**src/rtl/wpc_pkg.sv**
```systemverilog
package wpc_pkg;
  typedef enum logic [1:0] {
    POL_AROUND  = 2'd0,
    POL_THROUGH = 2'd1,
    POL_BACK    = 2'd2
  } wpol_e;

  typedef enum logic [2:0] {
    S_IDLE,
    S_TAG,
    S_EVICT,
    S_FILL,
    S_MWR
  } wst_e;
endpackage

```
**src/rtl/wpc_lru.sv**
```systemverilog
// Per-set recency list: position 0 holds the most recent way, the last
// position holds the replacement candidate.
module wpc_lru #(
  parameter int WAYS = 2,
  parameter int SETS = 4,
  localparam int IDX_W = $clog2(SETS),
  localparam int WAY_W = (WAYS > 1) ? $clog2(WAYS) : 1
) (
  input  logic             clk,
  input  logic             rst_n,
  input  logic [IDX_W-1:0] set_i,
  input  logic             touch_en_i,
  input  logic [WAY_W-1:0] touch_way_i,
  output logic [WAY_W-1:0] lru_way_o
);
  logic [WAY_W-1:0] ord_q [SETS][WAYS];
  logic [WAY_W-1:0] row_d [WAYS];
  int               pos;

  always_comb begin
    pos = WAYS - 1;
    for (int p = 0; p < WAYS; p++)
      if (ord_q[set_i][p] == touch_way_i) pos = p;
    row_d[0] = touch_way_i;
    for (int p = 1; p < WAYS; p++)
      row_d[p] = (p <= pos) ? ord_q[set_i][p-1] : ord_q[set_i][p];
  end

  assign lru_way_o = ord_q[set_i][WAYS-1];

  always_ff @(posedge clk or negedge rst_n) begin
    if (!rst_n) begin
      for (int s = 0; s < SETS; s++)
        for (int p = 0; p < WAYS; p++)
          ord_q[s][p] <= WAY_W'(p);
    end else if (touch_en_i) begin
      for (int p = 0; p < WAYS; p++)
        ord_q[set_i][p] <= row_d[p];
    end
  end

  logic [WAYS-1:0] seen;
  always_comb begin
    seen = '0;
    for (int p = 0; p < WAYS; p++) seen[ord_q[set_i][p]] = 1'b1;
  end


  order_perm_chk: assert property (@(posedge clk) disable iff (!rst_n) &seen);
endmodule

```
**src/rtl/wpc_store.sv**
```systemverilog
// Directory (tag/valid/dirty) and line storage with hit detection.
module wpc_store #(
  parameter int WAYS   = 2,
  parameter int SETS   = 4,
  parameter int WORDS  = 4,
  parameter int DATA_W = 32,
  parameter int TAG_W  = 8,
  localparam int IDX_W  = $clog2(SETS),
  localparam int OFF_W  = $clog2(WORDS),
  localparam int WAY_W  = (WAYS > 1) ? $clog2(WAYS) : 1,
  localparam int LINE_W = WORDS * DATA_W
) (
  input  logic              clk,
  input  logic              rst_n,
  input  logic [IDX_W-1:0]  set_i,
  input  logic [TAG_W-1:0]  tag_i,
  output logic              hit_o,
  output logic [WAY_W-1:0]  hit_way_o,
  output logic [WAYS-1:0]   vld_o,
  input  logic [WAY_W-1:0]  sel_way_i,
  output logic [LINE_W-1:0] sel_line_o,
  output logic [TAG_W-1:0]  sel_tag_o,
  output logic              sel_dirty_o,
  input  logic              fill_en_i,
  input  logic [LINE_W-1:0] fill_line_i,
  input  logic              word_en_i,
  input  logic [OFF_W-1:0]  word_idx_i,
  input  logic [DATA_W-1:0] word_data_i,
  input  logic              word_dirty_i,
  input  logic              inval_en_i,
  input  logic              clean_en_i
);
  logic [WAYS-1:0]   valid_q [SETS];
  logic [WAYS-1:0]   dirty_q [SETS];
  logic [TAG_W-1:0]  tag_q   [SETS][WAYS];
  logic [LINE_W-1:0] line_q  [SETS][WAYS];
  logic [WAYS-1:0]   hit_vec;

  always_comb begin
    hit_way_o = '0;
    for (int w = 0; w < WAYS; w++)
      hit_vec[w] = valid_q[set_i][w] && (tag_q[set_i][w] == tag_i);
    for (int w = 0; w < WAYS; w++)
      if (hit_vec[w]) hit_way_o = WAY_W'(w);
  end

  assign hit_o       = |hit_vec;
  assign vld_o       = valid_q[set_i];
  assign sel_line_o  = line_q[set_i][sel_way_i];
  assign sel_tag_o   = tag_q[set_i][sel_way_i];
  assign sel_dirty_o = dirty_q[set_i][sel_way_i];

  always_ff @(posedge clk or negedge rst_n) begin
    if (!rst_n) begin
      for (int s = 0; s < SETS; s++) begin
        valid_q[s] <= '0;
        dirty_q[s] <= '0;
      end
    end else begin
      if (fill_en_i) begin
        valid_q[set_i][sel_way_i] <= 1'b1;
        dirty_q[set_i][sel_way_i] <= 1'b0;
      end
      if (word_en_i)  dirty_q[set_i][sel_way_i] <= word_dirty_i;
      if (clean_en_i) dirty_q[set_i][sel_way_i] <= 1'b0;
      if (inval_en_i) begin
        valid_q[set_i][sel_way_i] <= 1'b0;
        dirty_q[set_i][sel_way_i] <= 1'b0;
      end
    end
  end

  always_ff @(posedge clk) begin
    if (fill_en_i) begin
      tag_q[set_i][sel_way_i]  <= tag_i;
      line_q[set_i][sel_way_i] <= fill_line_i;
    end
    if (word_en_i)
      line_q[set_i][sel_way_i][word_idx_i*DATA_W +: DATA_W] <= word_data_i;
  end


  one_copy_chk: assert property (@(posedge clk) disable iff (!rst_n) $onehot0(hit_vec));


  fill_clean_chk: assert property (@(posedge clk) disable iff (!rst_n)
    fill_en_i |-> !(valid_q[set_i][sel_way_i] && dirty_q[set_i][sel_way_i]));
endmodule

```
**src/rtl/wpc_ctrl.sv**
```systemverilog
module wpc_ctrl
  import wpc_pkg::*;
#(
  parameter int ADDR_W = 12,
  parameter int DATA_W = 32,
  parameter int WAYS   = 2,
  parameter int SETS   = 4,
  parameter int WORDS  = 4,
  localparam int OFF_W   = $clog2(WORDS),
  localparam int IDX_W   = $clog2(SETS),
  localparam int TAG_W   = ADDR_W - IDX_W - OFF_W,
  localparam int LADDR_W = ADDR_W - OFF_W,
  localparam int LINE_W  = WORDS * DATA_W,
  localparam int WAY_W   = (WAYS > 1) ? $clog2(WAYS) : 1
) (
  input  logic               clk,
  input  logic               rst_n,
  input  logic [1:0]         pol_i,
  input  logic               req_valid_i,
  output logic               req_ready_o,
  input  logic               req_we_i,
  input  logic [ADDR_W-1:0]  req_addr_i,
  input  logic [DATA_W-1:0]  req_wdata_i,
  output logic               resp_valid_o,
  output logic [DATA_W-1:0]  resp_rdata_o,
  output logic               mem_valid_o,
  input  logic               mem_ready_i,
  output logic               mem_we_o,
  output logic [LADDR_W-1:0] mem_addr_o,
  output logic [WORDS-1:0]   mem_be_o,
  output logic [LINE_W-1:0]  mem_wdata_o,
  input  logic [LINE_W-1:0]  mem_rdata_i
);
  wst_e              st_q, st_d;
  logic              we_q;
  logic [ADDR_W-1:0] addr_q;
  logic [DATA_W-1:0] wdata_q;
  logic [1:0]        pol_q;
  logic [WAY_W-1:0]  way_q, way_d;
  logic [LINE_W-1:0] buf_q, buf_d;
  logic [WORDS-1:0]  be_q, be_d;
  logic              resp_v_q, resp_v_d;
  logic [DATA_W-1:0] resp_d_q, resp_d_d;
  logic              accept;

  logic [IDX_W-1:0]  set;
  logic [TAG_W-1:0]  tag;
  logic [OFF_W-1:0]  off;
  logic              hit, sel_dirty;
  logic [WAY_W-1:0]  hit_way, lru_way, victim, pick_way;
  logic [WAYS-1:0]   vld;
  logic [LINE_W-1:0] sel_line, merged;
  logic [TAG_W-1:0]  sel_tag;
  logic [WORDS-1:0]  be_word;
  logic              fill_en, word_en, word_dirty, inval_en, clean_en, touch_en;

  assign set = addr_q[OFF_W +: IDX_W];
  assign tag = addr_q[ADDR_W-1 -: TAG_W];
  assign off = addr_q[OFF_W-1:0];

  wpc_store #(.WAYS(WAYS), .SETS(SETS), .WORDS(WORDS), .DATA_W(DATA_W), .TAG_W(TAG_W)) u_store (
    .clk, .rst_n, .set_i(set), .tag_i(tag), .hit_o(hit), .hit_way_o(hit_way), .vld_o(vld),
    .sel_way_i(pick_way), .sel_line_o(sel_line), .sel_tag_o(sel_tag), .sel_dirty_o(sel_dirty),
    .fill_en_i(fill_en), .fill_line_i(mem_rdata_i), .word_en_i(word_en), .word_idx_i(off),
    .word_data_i(wdata_q), .word_dirty_i(word_dirty), .inval_en_i(inval_en), .clean_en_i(clean_en)
  );

  wpc_lru #(.WAYS(WAYS), .SETS(SETS)) u_lru (
    .clk, .rst_n, .set_i(set), .touch_en_i(touch_en), .touch_way_i(pick_way), .lru_way_o(lru_way)
  );

  always_comb begin
    victim = lru_way;
    for (int w = WAYS - 1; w >= 0; w--)
      if (!vld[w]) victim = WAY_W'(w);
    pick_way = (st_q == S_TAG) ? (hit ? hit_way : victim) : way_q;
    merged = sel_line;
    merged[off*DATA_W +: DATA_W] = wdata_q;
    be_word = '0;
    be_word[off] = 1'b1;
  end

  always_comb begin
    st_d = st_q;  way_d = way_q;  buf_d = buf_q;  be_d = be_q;
    resp_v_d = 1'b0;  resp_d_d = resp_d_q;  accept = 1'b0;
    fill_en = 1'b0;  word_en = 1'b0;  word_dirty = 1'b0;
    inval_en = 1'b0;  clean_en = 1'b0;  touch_en = 1'b0;
    mem_valid_o = 1'b0;  mem_we_o = 1'b0;  mem_addr_o = {tag, set};
    mem_be_o = '0;  mem_wdata_o = buf_q;
    case (st_q)
      S_IDLE: if (req_valid_i) begin accept = 1'b1; st_d = S_TAG; end
      S_TAG: begin
        way_d = pick_way;
        if (hit && !we_q) begin
          resp_v_d = 1'b1;  resp_d_d = sel_line[off*DATA_W +: DATA_W];
          touch_en = 1'b1;  st_d = S_IDLE;
        end else if (we_q && pol_q == POL_AROUND) begin
          inval_en = hit;
          buf_d = hit ? merged : {WORDS{wdata_q}};
          be_d  = hit ? '1 : be_word;
          st_d  = S_MWR;
        end else if (hit) begin
          word_en = 1'b1;  touch_en = 1'b1;
          if (pol_q == POL_BACK) begin
            word_dirty = 1'b1;  resp_v_d = 1'b1;  resp_d_d = '0;  st_d = S_IDLE;
          end else begin
            buf_d = merged;  be_d = '1;  st_d = S_MWR;
          end
        end else begin
          st_d = (vld[victim] && sel_dirty) ? S_EVICT : S_FILL;
        end
      end
      S_EVICT: begin
        mem_valid_o = 1'b1;  mem_we_o = 1'b1;  mem_addr_o = {sel_tag, set};
        mem_be_o = '1;  mem_wdata_o = sel_line;
        if (mem_ready_i) begin clean_en = 1'b1; st_d = S_FILL; end
      end
      S_FILL: begin
        mem_valid_o = 1'b1;
        if (mem_ready_i) begin fill_en = 1'b1; touch_en = 1'b1; st_d = S_TAG; end
      end
      S_MWR: begin
        mem_valid_o = 1'b1;  mem_we_o = 1'b1;  mem_be_o = be_q;
        if (mem_ready_i) begin resp_v_d = 1'b1; resp_d_d = '0; st_d = S_IDLE; end
      end
      default: st_d = S_IDLE;
    endcase
  end

  always_ff @(posedge clk or negedge rst_n) begin
    if (!rst_n) begin
      st_q <= S_IDLE;  we_q <= 1'b0;  addr_q <= '0;  wdata_q <= '0;  pol_q <= '0;
      way_q <= '0;  buf_q <= '0;  be_q <= '0;  resp_v_q <= 1'b0;  resp_d_q <= '0;
    end else begin
      st_q <= st_d;  way_q <= way_d;  buf_q <= buf_d;  be_q <= be_d;
      resp_v_q <= resp_v_d;  resp_d_q <= resp_d_d;
      if (accept) begin
        we_q <= req_we_i;  addr_q <= req_addr_i;  wdata_q <= req_wdata_i;  pol_q <= pol_i;
      end
    end
  end

  assign req_ready_o  = (st_q == S_IDLE);
  assign resp_valid_o = resp_v_q;
  assign resp_rdata_o = resp_d_q;


  mem_hold_chk: assert property (@(posedge clk) disable iff (!rst_n)
    (mem_valid_o && !mem_ready_i) |=> (mem_valid_o && $stable(mem_addr_o) && $stable(mem_we_o)));


  wb_hit_quiet_chk: assert property (@(posedge clk) disable iff (!rst_n)
    (st_q == S_TAG && we_q && pol_q == POL_BACK && hit) |=> (resp_valid_o && !mem_valid_o));


  wt_ack_chk: assert property (@(posedge clk) disable iff (!rst_n)
    (resp_valid_o && $past(we_q) && $past(pol_q) == POL_THROUGH) |-> $past(mem_valid_o && mem_ready_i && mem_we_o));


  wa_nofill_chk: assert property (@(posedge clk) disable iff (!rst_n)
    (st_q == S_FILL) |-> !(we_q && pol_q == POL_AROUND));
endmodule

```
**config.mk**
```make
export PLATFORM = sky130hd
export DESIGN_NAME = wpc_ctrl
export DESIGN_NICKNAME = d
export VERILOG_FILES = /design/src/rtl/wpc_pkg.sv /design/src/rtl/wpc_lru.sv /design/src/rtl/wpc_store.sv /design/src/rtl/wpc_ctrl.sv
export SDC_FILE = /design/constraint.sdc
export NUM_CORES = 2
export LEC_CHECK = 0
export ABC_AREA = 1
export BUFFER_PORTS_ARGS = -buffer_cell sky130_fd_sc_hd__clkbuf_2
export CAP_MARGIN = 10
export CORE_ASPECT_RATIO = 1.5
export CORE_MARGIN = 2
export CORE_UTILIZATION = 45
export DETAILED_ROUTE_END_ITERATION = 6
export GPL_TIMING_DRIVEN = 0
export PLACE_DENSITY = 0.65
export SLEW_MARGIN = 20
export SYNTH_ARGS = -nofsm -noshare
export SYNTH_HDL_FRONTEND = slang
export SYNTH_SLANG_ARGS = --single-unit
```
**constraint.sdc**
```tcl
create_clock -name clk -period 9.6 [get_ports clk]
set_input_delay 1.92 -clock clk [delete_from_list [all_inputs] [get_ports clk]]
set_output_delay 1.92 -clock clk [all_outputs]
set_load 0.005 [all_outputs]
```
==> results.sh <==
export IMPL_run_status="finished clean"
export IMPL_cts_htree_levels=3
export IMPL_timing_critical_path_required_ns=7.68
export IMPL_critPathArrivalTime_ns=6.01
export IMPL_die_area_um2=133200
export IMPL_place_congestion=1.050
export IMPL_synth_async_reset_ratio_pct=18.07
export IMPL_syn_nets=5595
export IMPL_routed_wl_um=247300
export IMPL_leakage_nw=27.14
export IMPL_warnings_synthesis=0
export IMPL_crit_path_end_kind="output pin"
export IMPL_drc_errors=0
export IMPL_grt_remaining_overflow=0
export IMPL_muxShareOfSynthArea_pct=0.01921
export IMPL_initial_core_util_pct=45.26
export IMPL_regToRegStartpoint="addr_q[3]"
export IMPL_crit_reg2reg_capture="u_store.line_q[0][239]"
export IMPL_ctsHoldBuffers=0
export IMPL_die_wd_um=298.7
export IMPL_tightestPinTransition_ns=1.403
export IMPL_timing_worst_setup_path_type="register to output pin"
export IMPL_int_power_mw=12.95
export IMPL_grt_max_degree=80
export IMPL_fmax_mhz=126.2
export IMPL_groute_usage_overall_pct=36.40
export IMPL_setup_tns_ns=0
export IMPL_critPathMaxStageDelay_ns=0.97
export IMPL_synth_edff_count=1088
export IMPL_ctsLongestPathBuffers=3
export IMPL_detailroute_via_count=47940
export IMPL_synthAdderAreaFrac_pct=0.1665
export IMPL_postCtsResizedCells=0
export IMPL_nets=6121
export IMPL_wl_per_cell_um=31.79
export IMPL_maxCapViolations=0
export IMPL_clkTransAtPathRegs_ns=0.07
export IMPL_first_pass_grt_wire_length_um=337800
export IMPL_synth_compound_area_share_pct=13.89
export IMPL_clk_latency_ns=0.78
export IMPL_critical_path_most_common_cell="sky130_fd_sc_hd__clkbuf_1"
export IMPL_power_density_nw_per_um2=367.6
export IMPL_grt_antenna_before_repair=20
export IMPL_final_setup_skew_ns=0.03212
export IMPL_cts_root_buf="sky130_fd_sc_hd__clkbuf_16"
export IMPL_via_per_inst=6.164
export IMPL_fin_total_pwr_mw=25.01
export IMPL_tritoncts_clock_tree="yes"
export IMPL_setup_violations=0
export IMPL_slowest_cp_cell="sky130_fd_sc_hd__clkbuf_1"
export IMPL_worstHoldEndpoint="resp_rdata_o[20]"
export IMPL_antenna_left=0
export IMPL_timing_final_crit_period_ns=7.926
export IMPL_netlist_cell_type_count=38
export IMPL_reg2reg_depth=17
export IMPL_hold_path_startpoint="resp_rdata_o[20]"
export IMPL_sw_frac_of_total_pct=48.20
export IMPL_worst_ir_drop_vdd_v=0.0001867
export IMPL_cts_buffers=118
export IMPL_place_port_buffers=356
export IMPL_fp_row_count=162
export IMPL_power_net_switching_mw=12.05
export IMPL_power_clock_fraction_pct=19.9
export IMPL_worst_hold_path_cell_count=2
export IMPL_report_final_hold_viol_count=0
export IMPL_synth_yosys_seq_area_share_pct=65.99
export IMPL_combPwrFrac_pct=50.7
export IMPL_layout_drive_gt1_share_pct=11.53
export IMPL_clock_sinks=1328
export IMPL_cells_traversed_along_the_worst_timing_path="inv_1, nand2_1, nor2_1, inv_1, clkbuf_1, clkbuf_1, clkbuf_1, clkbuf_1, nand2_1, o21ai_0, clkbuf_2"
export IMPL_synth_simple_gate_area_share_pct=15.39
export IMPL_post_cts_setup_buffers=0
export IMPL_hold_ws_ns=0.4851
export IMPL_rrSetupSlack_ns=3.99
export IMPL_rsz_0062_raised_after_global_routing="false"
export IMPL_worst_hold_path_type="register to register"
export IMPL_power_frac_seq_pct=29.4
export IMPL_top_ports=357
export IMPL_final_period_utilization_pct=82.56
export IMPL_syn_to_final_growth_pct=16.06
export IMPL_grt_pass1_vias=45004
export IMPL_detail_route_first_pass_iterations=6
export IMPL_core_area_um2=129500
export IMPL_synth_top_family_by_area="simple AND/OR/NAND/NOR gates"
export IMPL_syn_instance_count=5409
export IMPL_drt_iter0_drc=7219
export IMPL_post_synth_xor_area_fraction_pct=0
export IMPL_synth_seq_cells=1328
export IMPL_syn_area_um2=58620
export IMPL_post_place_cells=7537
export IMPL_final_instance_count_excl_fill=7777
export IMPL_dominantRegCellSynth="sky130_fd_sc_hd__edfxtp_1"
export IMPL_detailed_placement_hpwl_um=190200
export IMPL_die_h_um=446.0
export IMPL_timing_critical_path_fanout_max=10
export IMPL_maxSlewViolCount=0
export IMPL_avg_inst_size_synth_um2=10.84
export IMPL_critPathLaunchType="register"
export IMPL_maxSlewHeadroom_pct=6.097
==> registers in the layout, summed over array words and instances, names as in the netlist <==
register and flops:
u_store.line_q 1024, buf_q 128, u_store.tag_q 64, resp_rdata_o 32
wdata_q 32, addr_q 12, u_lru.ord_q 8, u_store.dirty_q 8
u_store.valid_q 8, be_q 4, st_q 3, pol_q 2
resp_valid_o 1, way_q 1, we_q 1
==> worst max-delay path, delay by kind of cell, from the launching register on <==
| kind | cells | cell delay (ns) |
|---|---|---|
| buffers and inverters | 7 | 4.00 |
| and+or+nand+nor | 3 | 0.41 |
| AOI/OAI and AO/OA | 1 | 0.40 |
| DFF | 1 | 0.38 |
==> cell type report <==
class	instances	area, µm²
diodes	19	47.55
plain buffers	378	1464
clock buffers	148	3138
clock inverters	73	810.8
fillers	11466	61490
inverters	327	1227
multi-input cells	3376	17590
flip-flops and latches	1328	38680
well taps	1722	2155
repair buffers	406	2920
==> per-stage QoR <==
step	setup slack [ns]	utilization [%]	instance area, µm²
2_1_floorplan	5.023	-	58620
3_3_place_gp	0.8893	48.30	62560
3_5_place_dp	2.927	49.42	64020
4_1_cts	2.109	52.47	67960
5_1_grt	1.831	52.49	67990
6_report	1.674	52.53	68030
==> cell usage in the layout, fill, tap and decap left out, types with 11 or more instances in the layout <==
cell type | synthesis | final
sky130_fd_sc_hd__o21ai_1 | 28 | 30
sky130_fd_sc_hd__nor2_4 | 0 | 32
sky130_fd_sc_hd__bufinv_16 | 0 | 15
sky130_fd_sc_hd__inv_1 | 322 | 322
sky130_fd_sc_hd__o21ai_0 | 391 | 389
sky130_fd_sc_hd__nor3_1 | 12 | 11
sky130_fd_sc_hd__nand3_1 | 504 | 504
sky130_fd_sc_hd__a21oi_1 | 57 | 57
sky130_fd_sc_hd__edfxtp_1 | 1088 | 1088
sky130_fd_sc_hd__a22o_1 | 256 | 256
sky130_fd_sc_hd__clkbuf_2 | 0 | 373
sky130_fd_sc_hd__buf_12 | 0 | 23
sky130_fd_sc_hd__buf_16 | 0 | 22
sky130_fd_sc_hd__clkbuf_1 | 336 | 343
sky130_fd_sc_hd__clkinv_1 | 3 | 18
sky130_fd_sc_hd__clkbuf_16 | 0 | 120
sky130_fd_sc_hd__nor2_2 | 2 | 21
sky130_fd_sc_hd__nor2_1 | 321 | 270
sky130_fd_sc_hd__a221oi_1 | 256 | 256
sky130_fd_sc_hd__a21boi_0 | 128 | 128
sky130_fd_sc_hd__nand2_1 | 1357 | 1357
sky130_fd_sc_hd__buf_1 | 29 | 28
sky130_fd_sc_hd__clkinv_2 | 0 | 18
sky130_fd_sc_hd__buf_2 | 11 | 12
sky130_fd_sc_hd__dfrtp_1 | 236 | 236
sky130_fd_sc_hd__diode_2 | 0 | 19
==> how the worst max path moves through the flow <==
stage	to	slack, ns	startpoint	depth (start not counted)
after global placement	resp_rdata_o[8]	0.89	rst_n	1
final	mem_wdata_o[126]	1.67	st_q[2]	11
after CTS	mem_wdata_o[125]	2.11	st_q[2]	11
after global routing	mem_wdata_o[29]	1.83	addr_q[3]	19
after detailed placement	mem_wdata_o[125]	2.93	st_q[2]	11
after floorplan	mem_addr_o[7]	5.02	addr_q[3]	18
==> cell usage after synthesis (3+ instances only) <==
master / instances / area, µm²
sky130_fd_sc_hd__nand2_1: 1357 / 5094
sky130_fd_sc_hd__edfxtp_1: 1088 / 32670
sky130_fd_sc_hd__nand3_1: 504 / 2522
sky130_fd_sc_hd__o21ai_0: 391 / 1957
sky130_fd_sc_hd__clkbuf_1: 336 / 1261
sky130_fd_sc_hd__inv_1: 322 / 1209
sky130_fd_sc_hd__nor2_1: 321 / 1205
sky130_fd_sc_hd__a221oi_1: 256 / 2242
sky130_fd_sc_hd__a22o_1: 256 / 2242
sky130_fd_sc_hd__dfrtp_1: 236 / 5906
sky130_fd_sc_hd__a21boi_0: 128 / 960.9
sky130_fd_sc_hd__a21oi_1: 57 / 285.3
sky130_fd_sc_hd__buf_1: 29 / 108.9
sky130_fd_sc_hd__o21ai_1: 28 / 140.1
sky130_fd_sc_hd__nor3_1: 12 / 60.06
sky130_fd_sc_hd__buf_2: 11 / 55.05
sky130_fd_sc_hd__a22oi_1: 10 / 75.07
sky130_fd_sc_hd__o22ai_1: 10 / 62.56
sky130_fd_sc_hd__a31oi_1: 8 / 50.05
sky130_fd_sc_hd__nand3_2: 8 / 80.08
sky130_fd_sc_hd__ha_1: 7 / 87.58
sky130_fd_sc_hd__a2bb2oi_1: 4 / 35.03
sky130_fd_sc_hd__dfstp_2: 4 / 105.1
sky130_fd_sc_hd__o2bb2ai_1: 4 / 35.03
sky130_fd_sc_hd__clkinv_1: 3 / 11.26
==> metal layers <==
layer  GRT usage, %  vias up  wire, µm
met4          29.51        8     23770
met2          55.92     3173    110500
met1          44.54    23631     88260
li1               -    20430         -
met3          7.530      698     24720
met5              0        -        49
==> power groups by stage <==
stage	Combinational (mW)	Sequential, mW	Clock (mW)
floorplan	6.23	7.36	0
CTS	12.1	7.34	4.97
finish	12.7	7.36	4.96
detailed placement	12.1	7.46	0
global route	13.1	7.41	5.18
global placement	11.7	7.47	0
==> logic make-up (layout without fill, tap and decap cells) <==
| family | after synthesis | count (layout) |
|---|---|---|
| and+or+nand+nor | 2209 | 2209 |
| DFF | 1328 | 1328 |
| AOI/OAI and AO/OA | 1158 | 1158 |
| buffers and inverters | 705 | 1332 |
| adders and majority gates | 8 | 8 |
| muxes | 1 | 1 |
| other | 0 | 19 |
No activity file was read; power rests on OpenSTA's default activity.
